`config.mk`:
```
export PLATFORM = sky130hd
export DESIGN_NAME = bus_addr_decoder
export DESIGN_NICKNAME = d
export VERILOG_FILES = /design/src/rtl/busdec_pkg.sv /design/src/rtl/busdec_window_bank.sv /design/src/rtl/busdec_periph_match.sv /design/src/rtl/busdec_reset_overlay.sv /design/src/rtl/bus_addr_decoder.sv
export SDC_FILE = /design/constraint.sdc
export NUM_CORES = 1
export LEC_CHECK = 0
export ABC_AREA = 1
export BUFFER_PORTS_ARGS = -buffer_cell sky130_fd_sc_hd__buf_4
export CORE_ASPECT_RATIO = 0.6
export CORE_MARGIN = 2
export CORE_UTILIZATION = 54
export DETAILED_ROUTE_END_ITERATION = 7
export MAX_ROUTING_LAYER = met4
export PLACE_DENSITY = 0.83
export SLEW_MARGIN = 20
export SYNTH_ARGS = -nofsm -noshare
export SYNTH_HDL_FRONTEND = slang
export SYNTH_SLANG_ARGS = --single-unit
```
`constraint.sdc`:
```
create_clock -name clk -period 5.6 [get_ports clk]
set_input_delay 0.28 -clock clk [delete_from_list [all_inputs] [get_ports clk]]
set_output_delay 0.28 -clock clk [all_outputs]
set_load 0.03 [all_outputs]
```
`src/rtl/busdec_pkg.sv`:
```
package busdec_pkg;

  localparam int ADDR_W = 24;

  typedef enum logic [1:0] {
    TGT_RAM    = 2'd0,
    TGT_ROM    = 2'd1,
    TGT_PERIPH = 2'd2,
    TGT_VECTOR = 2'd3
  } tgt_e;

  typedef enum logic [1:0] {
    SZ_BYTE = 2'd0,
    SZ_HALF = 2'd1,
    SZ_LONG = 2'd2,
    SZ_BAD  = 2'd3
  } size_e;

  // Configurable window indices
  localparam int WIN_RAM_RO   = 0;
  localparam int WIN_RAM_RW   = 1;
  localparam int WIN_ROM_RO   = 2;
  localparam int WIN_ROM_DATA = 3;
  localparam int NUM_CFG_WIN  = 4;

  // whole access must lie in [beg, lim)
  function automatic logic access_fits(input logic [ADDR_W-1:0] a,
                                       input logic [2:0]        nbytes,
                                       input logic [ADDR_W-1:0] beg,
                                       input logic [ADDR_W-1:0] lim);
    logic [ADDR_W:0] last_excl;
    last_excl = {1'b0, a} + {{(ADDR_W-2){1'b0}}, nbytes};
    return (a >= beg) && (last_excl <= {1'b0, lim});
  endfunction

endpackage

```
`src/rtl/busdec_window_bank.sv`:
```
module busdec_window_bank #(
  parameter int AW   = 24,
  parameter int NWIN = 4,
  localparam int IW  = $clog2(NWIN)
) (
  input  logic                    clk,
  input  logic                    rst,
  input  logic                    cfg_we,
  input  logic [IW-1:0]           cfg_idx,
  input  logic [AW-1:0]           cfg_begin,
  input  logic [AW-1:0]           cfg_end,
  output logic [NWIN-1:0][AW-1:0] win_beg,
  output logic [NWIN-1:0][AW-1:0] win_lim
);

  for (genvar g = 0; g < NWIN; g++) begin : g_win
    always_ff @(posedge clk) begin
      if (rst) begin
        win_beg[g] <= '0;
        win_lim[g] <= '0;
      end else if (cfg_we && (cfg_idx == IW'(g))) begin
        win_beg[g] <= cfg_begin;
        win_lim[g] <= cfg_end;
      end
    end
  end

  // one cycle after reset every window is empty
  a_r1_empty_after_reset: assert property (@(posedge clk)
    $past(rst) |-> (win_beg == win_lim));

endmodule

```
`src/rtl/busdec_periph_match.sv`:
```
module busdec_periph_match #(
  parameter int          AW         = 24,
  parameter int          NBIG       = 2,
  parameter int unsigned BIG_BASE   = 32'h180000,
  parameter int unsigned BIG_SPAN   = 32'h080000,
  parameter int          NSMALL     = 8,
  parameter int unsigned SMALL_BASE = 32'h3A0001,
  parameter int unsigned SMALL_SPAN = 32'h004000,
  localparam int         NP         = NBIG + NSMALL
) (
  input  logic [AW-1:0] addr,
  output logic [NP-1:0] sel,
  output logic [AW-1:0] offset
);

  logic [NP-1:0]         hit;
  logic [NP-1:0][AW-1:0] slot_ofs;

  for (genvar g = 0; g < NP; g++) begin : g_slot
    localparam int unsigned BASE = (g < NBIG) ? BIG_BASE + g * BIG_SPAN
                                              : SMALL_BASE + (g - NBIG) * SMALL_SPAN;
    localparam int unsigned SPAN = (g < NBIG) ? BIG_SPAN : SMALL_SPAN;
    logic [AW:0]   lim;
    logic [AW-1:0] rel;
    assign lim    = (AW+1)'(BASE + SPAN);
    assign hit[g] = (addr >= AW'(BASE)) && ({1'b0, addr} < lim);
    assign rel    = addr - AW'(BASE);
    // odd-based slots live on one byte lane, so the offset is halved
    if (BASE % 2 == 1) begin : g_odd
      assign slot_ofs[g] = rel >> 1;
    end else begin : g_even
      assign slot_ofs[g] = rel;
    end
  end

  always_comb begin
    sel    = '0;
    offset = '0;
    for (int i = NP - 1; i >= 0; i--) begin
      if (hit[i]) begin
        sel    = '0;
        sel[i] = 1'b1;
        offset = slot_ofs[i];
      end
    end
  end

  // at most one slot is selected
  always_comb begin
    a_r8_slot_onehot: assert ($onehot0(sel) || $isunknown(addr));
  end

endmodule

```
`src/rtl/busdec_reset_overlay.sv`:
```
module busdec_reset_overlay #(
  parameter int AW = 24,
  parameter int unsigned SECOND_FETCH = 4
) (
  input  logic          clk,
  input  logic          rst,
  input  logic          req_valid,
  input  logic          req_write,
  input  logic [1:0]    req_size,
  input  logic [AW-1:0] req_addr,
  output logic          active,
  output logic          redirect
);
  import busdec_pkg::*;

  logic long_rd, at_first, at_second;

  assign long_rd   = req_valid && !req_write && (req_size == SZ_LONG);
  assign at_first  = (req_addr == '0);
  assign at_second = (req_addr == AW'(SECOND_FETCH));
  assign redirect  = active && long_rd && (at_first || at_second);

  always_ff @(posedge clk) begin
    if (rst)                               active <= 1'b1;
    else if (active && long_rd && at_second) active <= 1'b0;
  end

  // the second vector fetch ends the overlay
  a_r2_second_fetch_clears: assert property (@(posedge clk) disable iff (rst)
    (active && long_rd && at_second) |=> !active);

  // only reset brings the overlay back
  a_r1_overlay_sticky_off: assert property (@(posedge clk) disable iff (rst)
    !active |=> !active);

endmodule

```
`src/rtl/bus_addr_decoder.sv`:
```
module bus_addr_decoder #(
  parameter int          AW         = busdec_pkg::ADDR_W,
  parameter int unsigned ROM_BASE   = 32'h100000,
  parameter int unsigned VEC_LIMIT  = 32'h000400,
  parameter int          NBIG       = 2,
  parameter int unsigned BIG_BASE   = 32'h180000,
  parameter int unsigned BIG_SPAN   = 32'h080000,
  parameter int          NSMALL     = 8,
  parameter int unsigned SMALL_BASE = 32'h3A0001,
  parameter int unsigned SMALL_SPAN = 32'h004000,
  localparam int         NP         = NBIG + NSMALL,
  localparam int         NW         = busdec_pkg::NUM_CFG_WIN,
  localparam int         IW         = $clog2(NW)
) (
  input  logic          clk,
  input  logic          rst,
  input  logic          req_valid,
  input  logic          req_write,
  input  logic [1:0]    req_size,
  input  logic [AW-1:0] req_addr,
  input  logic          cfg_we,
  input  logic [IW-1:0] cfg_idx,
  input  logic [AW-1:0] cfg_begin,
  input  logic [AW-1:0] cfg_end,
  output logic [1:0]    hit_target,
  output logic          hit_fault,
  output logic [AW-1:0] hit_offset,
  output logic [NP-1:0] periph_sel
);
  import busdec_pkg::*;

  logic [NW-1:0][AW-1:0] win_beg, win_lim;
  logic [NW-1:0]         win_fit;
  logic [NP-1:0]         p_sel;
  logic [AW-1:0]         p_ofs;
  logic                  ovl_active, ovl_redirect;
  logic [2:0]            nbytes;
  logic                  vec_fit;

  busdec_window_bank #(.AW(AW), .NWIN(NW)) u_windows (
    .clk(clk), .rst(rst), .cfg_we(cfg_we), .cfg_idx(cfg_idx),
    .cfg_begin(cfg_begin), .cfg_end(cfg_end),
    .win_beg(win_beg), .win_lim(win_lim)
  );

  busdec_periph_match #(
    .AW(AW), .NBIG(NBIG), .BIG_BASE(BIG_BASE), .BIG_SPAN(BIG_SPAN),
    .NSMALL(NSMALL), .SMALL_BASE(SMALL_BASE), .SMALL_SPAN(SMALL_SPAN)
  ) u_periph (
    .addr(req_addr), .sel(p_sel), .offset(p_ofs)
  );

  busdec_reset_overlay #(.AW(AW)) u_overlay (
    .clk(clk), .rst(rst), .req_valid(req_valid), .req_write(req_write),
    .req_size(req_size), .req_addr(req_addr),
    .active(ovl_active), .redirect(ovl_redirect)
  );

  assign nbytes = 3'd1 << req_size;

  for (genvar g = 0; g < NW; g++) begin : g_fit
    assign win_fit[g] = access_fits(req_addr, nbytes, win_beg[g], win_lim[g]);
  end
  assign vec_fit = access_fits(req_addr, nbytes, '0, AW'(VEC_LIMIT));

  // priority chain; R6 read-only windows skipped on writes
  always_comb begin
    hit_target = TGT_RAM;
    hit_fault  = 1'b0;
    hit_offset = '0;
    periph_sel = '0;
    if (req_valid) begin
      if (ovl_active) begin
        if (ovl_redirect) begin
          hit_target = TGT_ROM;
          hit_offset = req_addr;
        end else begin
          hit_fault = 1'b1;
        end
      end else if (req_size == SZ_BAD) begin
        hit_fault = 1'b1;
      end else if (!req_write && win_fit[WIN_RAM_RO]) begin
        hit_target = TGT_RAM;
        hit_offset = req_addr;
      end else if (win_fit[WIN_RAM_RW]) begin
        hit_target = TGT_RAM;
        hit_offset = req_addr;
      end else if (!req_write && win_fit[WIN_ROM_RO]) begin
        hit_target = TGT_ROM;
        hit_offset = req_addr - AW'(ROM_BASE);
      end else if (win_fit[WIN_ROM_DATA]) begin
        hit_target = TGT_RAM;
        hit_offset = req_addr;
      end else if (|p_sel) begin
        hit_target = TGT_PERIPH;
        hit_offset = p_ofs;
        periph_sel = p_sel;
      end else if (vec_fit) begin
        hit_target = TGT_VECTOR;
        hit_offset = req_addr;
      end else begin
        hit_fault = 1'b1;
      end
    end
  end

  // overlay refuses everything but the two vector fetches
  a_r3_overlay_refuses: assert property (@(posedge clk) disable iff (rst)
    (req_valid && ovl_active && !ovl_redirect) |-> hit_fault);

  // a fault carries no select and no offset
  a_r10_fault_clean: assert property (@(posedge clk) disable iff (rst)
    hit_fault |-> (periph_sel == '0 && hit_offset == '0 && hit_target == TGT_RAM));

  // idle bus produces no fault and no select
  a_r10_idle_quiet: assert property (@(posedge clk) disable iff (rst)
    !req_valid |-> (!hit_fault && periph_sel == '0));

  // a select always comes with the peripheral target code
  a_r8_sel_target: assert property (@(posedge clk) disable iff (rst)
    (periph_sel != '0) |-> (hit_target == TGT_PERIPH && $onehot0(periph_sel)));

  // a write never reports ROM
  a_r6_no_rom_write: assert property (@(posedge clk) disable iff (rst)
    (req_valid && req_write) |-> (hit_target != TGT_ROM));

endmodule

```
# Word level (Yosys, flattened, before mapping)
# Cells that the tools add are included.
[op_classes]
addsub = 12
n_mul = 0
div = 0
n_lt_le_gt_ge = 30
eq_ne = 6
shift = 1
muxes = 58
bitwise_logic = 0
reduce_logical = 31
[ops]
columns = ["operator", "n"]
rows = [
  ["24-bit two-way mux", 19],
  ["24-bit by 22-bit < comparator with 1-bit output, second input constant", 10],
  ["24-bit by 22-bit >= comparator with 1-bit output, second input constant", 9],
  ["24-bit by 22-bit subtractor with 24-bit output, second input constant", 9],
  ["10-bit two-way mux", 18],
  ["25-bit by 24-bit <= comparator with 1-bit output", 4],
  ["24-bit >= comparator", 4],
  ["24-bit by 21-bit subtractor with 24-bit output, second input constant", 2],
  ["1-bit logical AND", 26],
  ["24-bit by 3-bit adder with 25-bit output", 1],
  ["25-bit by 11-bit <= comparator with 1-bit output, second input constant", 1],
  ["24-bit by 3-bit == test with 1-bit output, second input constant", 1],
  ["24-bit by 1-bit >= comparator with 1-bit output, second input constant", 1],
  ["24-bit by 21-bit >= comparator with 1-bit output, second input constant", 1],
  ["24-bit zero test", 1],
  ["23-bit two-way mux", 1],
  ["2-bit two-way mux", 9],
  ["1-bit two-way mux", 11],
  ["10-bit OR reduction", 1],
  ["2-bit == test, second input constant", 4],
  ["1-bit by 2-bit left shift with 3-bit output, first input constant", 1],
  ["2-bit by 1-bit == test with 1-bit output, second input constant", 1],
  ["2-bit zero test", 1],
  ["1-bit zero test", 1],
  ["1-bit logical OR", 1],
]
[word_totals]
register_bits = 193
latch_bits = 0
ramBits = 0
romBits = 0
inputBits = 81
out_inout_bits = 37
word_cells = 147
mem_count = 0

# Logic depth before layout (Yosys ltp)
[depth]
depth_word = 21
depth_mapped = 29
depth_no_buf = 28

# Cells and area by module
# A second synthesis with hierarchy kept.
[hier_totals]
cells_unflattened = 3060
area_unflattened_um2 = 17974.7
[modules_own_cells]
columns = ["mod", "n_inst", "cells_each", "area_each_um2", "seq_area_each_um2"]
rows = [
  ["busdec_window_bank", 1, 1231, 7970.1, 3843.7],
  ["bus_addr_decoder", 1, 1337, 7536.0, 0.0],
  ["busdec_periph_match", 1, 449, 2269.7, 0.0],
  ["busdec_reset_overlay", 1, 43, 198.9, 20.0],
]

# Worst setup path after synthesis
# Ideal clock, no wire load.
[synth_path]
kind = "in2out"
startpoint = "input req_size[1]"
endpoint = "output periph_sel[2]"
arrival_time_ps = 3967
required_time_ps = 5320
setup_slack_ps = 1353
cell_stages = 22
path_buffers = 1
path_cell_list = "nor2_1 -> ha_1 -> fa_1 -> nand2_1 -> nand2_1 -> nand2_1 -> nor3_1 -> nand3_1 -> xor2_1 -> inv_1 -> ha_1 -> nand2_1 -> nor4_1 -> o211ai_1 -> nand3_1 -> nand2_1 -> nand3_2 -> nand2_2 -> nor2_4 -> buf_6 -> inv_4 -> nor4_1"
[synth_via]
elab_chain_cells = 11
word_cells_on_any_way = 20
classes_between = "1 x add/sub; 4 x order compare; 1 x eq/ne; 1 x shift; 7 x mux; 6 x reduce/logical"
[synth_rtl]
columns = ["element", "line", "rtl"]
rows = [
  ["from (decl)", "bus_addr_decoder.sv:19", "input logic [1:0] req_size,"],
  ["1-bit by 2-bit left shift with 3-bit output", "bus_addr_decoder.sv:59", "assign nbytes = 3'd1 << req_size;"],
  ["24-bit by 3-bit adder with 25-bit output", "busdec_pkg.sv:32", "last_excl = {1'b0, a} + {{(ADDR_W-2){1'b0}}, nbytes};"],
  ["25-bit by 24-bit <= comparator with 1-bit output", "busdec_pkg.sv:33", "return (a >= beg) && (last_excl <= {1'b0, lim});"],
  ["1-bit logical AND", "busdec_pkg.sv:33", ""],
  ["10-bit two-way mux / 1-bit logical AND (equally long branches)", "bus_addr_decoder.sv:91, bus_addr_decoder.sv:88", ""],
  ["10-bit two-way mux", "bus_addr_decoder.sv:88", "end else if (!req_write && win_fit[WIN_ROM_RO]) begin"],
  ["10-bit two-way mux", "bus_addr_decoder.sv:85", "end else if (win_fit[WIN_RAM_RW]) begin"],
  ["10-bit two-way mux", "bus_addr_decoder.sv:82", "end else if (!req_write && win_fit[WIN_RAM_RO]) begin"],
  ["10-bit two-way mux *", "bus_addr_decoder.sv:80", "end else if (req_size == SZ_BAD) begin"],
  ["10-bit two-way mux *", "bus_addr_decoder.sv:73", "if (ovl_active) begin"],
  ["10-bit two-way mux *", "bus_addr_decoder.sv:72", "if (req_valid) begin"],
  ["to (decl)", "bus_addr_decoder.sv:28", "output logic [NP-1:0] periph_sel"],
]
# Every way passes the cells marked *; elsewhere a longest branch is shown, timed or not.

# Worst setup path after layout
[layout_path]
startpoint = "input req_size[1]"
endpoint = "output hit_offset[5]"
[layout_via]
elab_chain_cells = 13
word_cells_on_any_way = 29
classes_between = "1 x add/sub; 5 x order compare; 2 x eq/ne; 1 x shift; 10 x mux; 10 x reduce/logical"
[layout_rtl]
columns = ["element", "line", "rtl"]
rows = [
  ["1-bit by 2-bit left shift with 3-bit output", "bus_addr_decoder.sv:59", ""],
  ["24-bit by 3-bit adder with 25-bit output", "busdec_pkg.sv:32", ""],
  ["25-bit by 11-bit <= comparator with 1-bit output", "busdec_pkg.sv:33", ""],
  ["1-bit logical AND", "busdec_pkg.sv:33", ""],
  ["24-bit two-way mux", "bus_addr_decoder.sv:98", "end else if (vec_fit) begin"],
  ["24-bit two-way mux", "bus_addr_decoder.sv:94", "end else if (|p_sel) begin"],
  ["24-bit two-way mux", "bus_addr_decoder.sv:91", "end else if (win_fit[WIN_ROM_DATA]) begin"],
  ["24-bit two-way mux", "bus_addr_decoder.sv:88", ""],
  ["24-bit two-way mux", "bus_addr_decoder.sv:85", ""],
  ["24-bit two-way mux", "bus_addr_decoder.sv:82", ""],
  ["24-bit two-way mux", "bus_addr_decoder.sv:80", ""],
  ["24-bit two-way mux *", "bus_addr_decoder.sv:73", ""],
  ["24-bit two-way mux *", "bus_addr_decoder.sv:72", ""],
  ["to (decl)", "bus_addr_decoder.sv:27", "output logic [AW-1:0] hit_offset,"],
]
# Marked as above.

==> impl_summary.txt <==
----------------------------------------------------
[Final layout]
  Final net count ... 2587
  Commonest non-fill, non-tap cell in the layout ... sky130_fd_sc_hd__nand2_1
  Sequential cell area in the final layout ... just under 0.004 mm^2
  Filler cell count ... 2589
  Fraction of layout instances using a drive strength above 1 ... 9.441%
  Area of all placed cells without fillers ... approximately 0.017 mm^2
  Multi-input combinational cell area ... 0.009729 mm^2
  Relative area change from synthesis to final layout ... 10.07%
  Most used cells in the layout excluding fill and tap cells ... sky130_fd_sc_hd__nand2_1 (352), sky130_fd_sc_hd__a21oi_1 (324), sky130_fd_sc_hd__inv_1 (306), sky130_fd_sc_hd__o21ai_0 (256), sky130_fd_sc_hd__ha_1 (209)
  Utilization after layout ... 60.69%
  Post-layout instance count excluding filler cells ... around 2.7k

[Global routing]
  GRT Resource Usage Total ... 35.97%
  Antenna violations before repair ... 1
  Total global routing overflow ... 0
  Number of global-route vias before repair ... about 14k
  Global-route wire length before repair ... 81.36 mm
  Maximum number of pins on one net before global-route repair ... 128

[Run status]
  Result of the run ... finished, final reports clean

[Clock tree]
  Clock root buffer ... sky130_fd_sc_hd__clkbuf_16
  Clock tree from TritonCTS ... done
  CTS resizes ... 0
  Insertion delay to the later sink of the worst-skew pair ... 0.46 ns
  H-tree Lvls ... 4
  Post-CTS repair timing setup buffer count ... 0
  CTS sink cnt ... 193
  Clock Pin Slew Worst Setup and Hold Paths ... 0.08 ns
  Quantity of hold-fixing buffers added after cts ... 0
  Clock buffers created by TritonCTS ... 17
  Max clock buf depth ... 2

[Placement]
  Worst Setup Slack post-DPL ... 0.5257 ns
  Gpl congestion ... 1.079
  Total of buffers placed on input and output ports ... 117
  Cell Count Post-Placement ... 2644
  Detailed placer's ending HPWL ... 40.46 mm
  Placement Cell Area ... roughly 0.016 mm^2

[Routing]
  Remaining antenna violation count ... 0
  WL/cell ... slightly below 20 um
  Number of search-and-repair iterations in the first detailed-routing pass ... 7
  Final WL ... 52.83 mm
  Via/cell ratio ... roughly 6.0
  Post-detailed-route DRC marker count ... 0
  DRC marker count from the first detailed-route iteration ... 2283
  Total number of vias ... about 16k

[Synth]
  Seq cells post-synth ... 193
  Synthesized instance count ... 2253
  Warnings from Yosys ... 0
  Register area share after synthesis ... 25.30%
  Number of enable flip-flop cells after synthesis ... 0
  FFs w/ async S/R, synth ... 0%
  Cell Area, Synth ... around 0.015 mm^2
  Mean instance size in the synthesized netlist ... 6.779 um^2
  Total nets after synthesis ... 2544
  Prevailing post-synth register cell ... sky130_fd_sc_hd__dfxtp_1
  Number of distinct library cells after synthesis ... 50

[Critical path]
  Number of stages on the worst setup path ... 26
  Kind of end point of the critical path ... primary output
  CP Launch Type ... input port
  Family of cells with the greatest summed delay on the critical path ... simple AND/OR/NAND/NOR gates
  FF-to-FF Start ... u_overlay.active$_SDFFE_PP1P_
  Most Frequent Cell on Critical Path ... sky130_fd_sc_hd__nand2_1
  Master of the slowest instance on the critical path ... sky130_fd_sc_hd__o41ai_1
  Arrival time at the worst endpoint ... 4.97 ns
  Buffers and inverters on the worst path ... 4
  CP required ... 5.32 ns
  Largest fanout of any net on the critical path ... 20
  Reg-to-reg endpoint ... u_overlay.active$_SDFFE_PP1P_
  Setup slack, reg-to-reg ... between 3 and 4 ns
  Category of the critical setup timing path ... in -> out
  Worst Reg2Reg Path Length in Cells ... 5
  CP peak stage delay ... 0.52 ns

[Floorplan]
  Full die area ... 0.02969 mm^2
  Die Ht ... 134.3 um
  Initial Utilization ... 55.14%
  Placeable core region ... 0.02770 mm^2
  I/O pin count ... 118
  Site Rows ... between 40 and 50
  Die Wd ... 221.1 um

[Min path]
  End point of the most critical hold path ... u_windows.win_lim[48]$_SDFFE_PP0P_
  Worst min-delay path category ... in -> reg
  Worst Min Path Start ... cfg_end[0]
  Hold-critical path depth ... 3

[Pwr]
  Power Density ... approximately 220 mW/mm^2
  P_leak ... 7.387 nW
  Max IR drop VDD ... 0.0001893 V

[Timing]
  Min setup slack post-route ... 0.3518 ns
  Worst rel slew slack ... 28.60%
  Upper clock frequency limit ... about 190 MHz
  Post-layout minimum cycle time ... 5.248 ns
  Finish-stage setup viols ... 0
  Unrepaired setup endpoints after global routing ... false
  Final Slew Violations ... 0
  Ratio of final minimum period to clock period ... 93.72%
  Post-Route Skew ... 0 ns
  Slew at the pin with the worst max-slew slack ... 1.064 ns
  Hold Vio Cnt, Final ... 0
  Total negative setup slack ... 0 ns

[Run]
  Maxcap violations ... 0

----------------------------------------------------
[logic make-up after synthesis]
logic type | after synthesis | share of synthesized area [%]
adder cells (fa/ha/maj) | 210 | 17.25
AND/OR/NAND/NOR | 743 | 22.19
buffers and inverters | 426 | 11.10
AO/OA/AOI/OAI | 644 | 21.99
XOR/XNOR | 37 | 2.171
flip-flops | 193 | 25.30
[routing by layer]
metal  track usage [%]  vias to the layer above  share of wire, %
met5                 -                        -                 0
met4             7.457                        0               1.7
met3             10.58                       94                13
met2             48.39                      881                39
met1             52.34                     7439                47
li1                  -                     7698                 -
[worst register-to-register path, cell delays in order, from the launching register on]
cell and delay [ns]:
sky130_fd_sc_hd__dfxtp_1 0.35, sky130_fd_sc_hd__clkinv_1 0.63, sky130_fd_sc_hd__nor4_1 0.61, sky130_fd_sc_hd__o2111ai_1 0.26, sky130_fd_sc_hd__o21ai_0 0.31, sky130_fd_sc_hd__nand2_1 0.08
[area by class of cell]
| type | instances | area share (%) |
|---|---|---|
| Clock buffer | 17 | 2.531 |
| Antenna cell | 1 | 0.01489 |
| Sequential cell | 193 | 22.98 |
| Tap cell | 367 | 2.731 |
| Multi-Input combinational cell | 1634 | 57.87 |
| Clock inverter | 15 | 0.9824 |
| Inverter | 325 | 7.301 |
| Timing Repair Buffer | 125 | 5.582 |
[report_power, final]
part / switching (mW) / total [mW] / internal [mW]
Combinational: 0.706 / 1.05 / 0.339
Clock: 0.640 / 1.24 / 0.598
Sequential: 0.0197 / 1.46 / 1.44
[Yosys cell counts (all sizes together) (6+ instances only)]
cell type,instances,area share [%]
a21oi,324,11
nand2,370,9.6
o211ai,6,0.29
a211oi,6,0.29
o22ai,14,0.57
inv,321,7.9
buf,30,1.3
nand4,50,2.0
clkbuf,71,1.7
nand3,111,3.8
o21a,6,0.29
nor2,156,4.4
nor4,18,0.74
a31oi,9,0.37
ha,209,17
o21ai,264,8.7
dfxtp,193,25
o221ai,6,0.34
nor3,33,1.3
xor2,35,2.1
[sequential cells by signal (all words and copies together) (netlist names)]
| name | count |
|---|---|
| u_windows.win_beg | 96 |
| u_windows.win_lim | 96 |
| u_overlay.active | 1 |
[worst max-delay path by stage]
stage,from,to,slack (ns)
after CTS,req_size[1],hit_offset[5],0.50
after detailed placement,req_size[1],hit_offset[5],0.53
after global routing,req_size[1],hit_offset[5],0.06
final,req_size[1],hit_offset[5],0.35
after floorplan,req_size[1],periph_sel[2],1.35
after global placement,req_addr[20],hit_offset[5],0.62
[per-stage QoR]
step	hold slack [ns]	power (mW)
after floorplan	0.4149	2.164
after global routing	0.08567	3.920
after detailed placement	0.4513	2.494
after CTS	0.06475	3.712
after global placement	0.4428	2.456
final	0.08079	3.745
No activity file was read; power rests on OpenSTA's default activity.
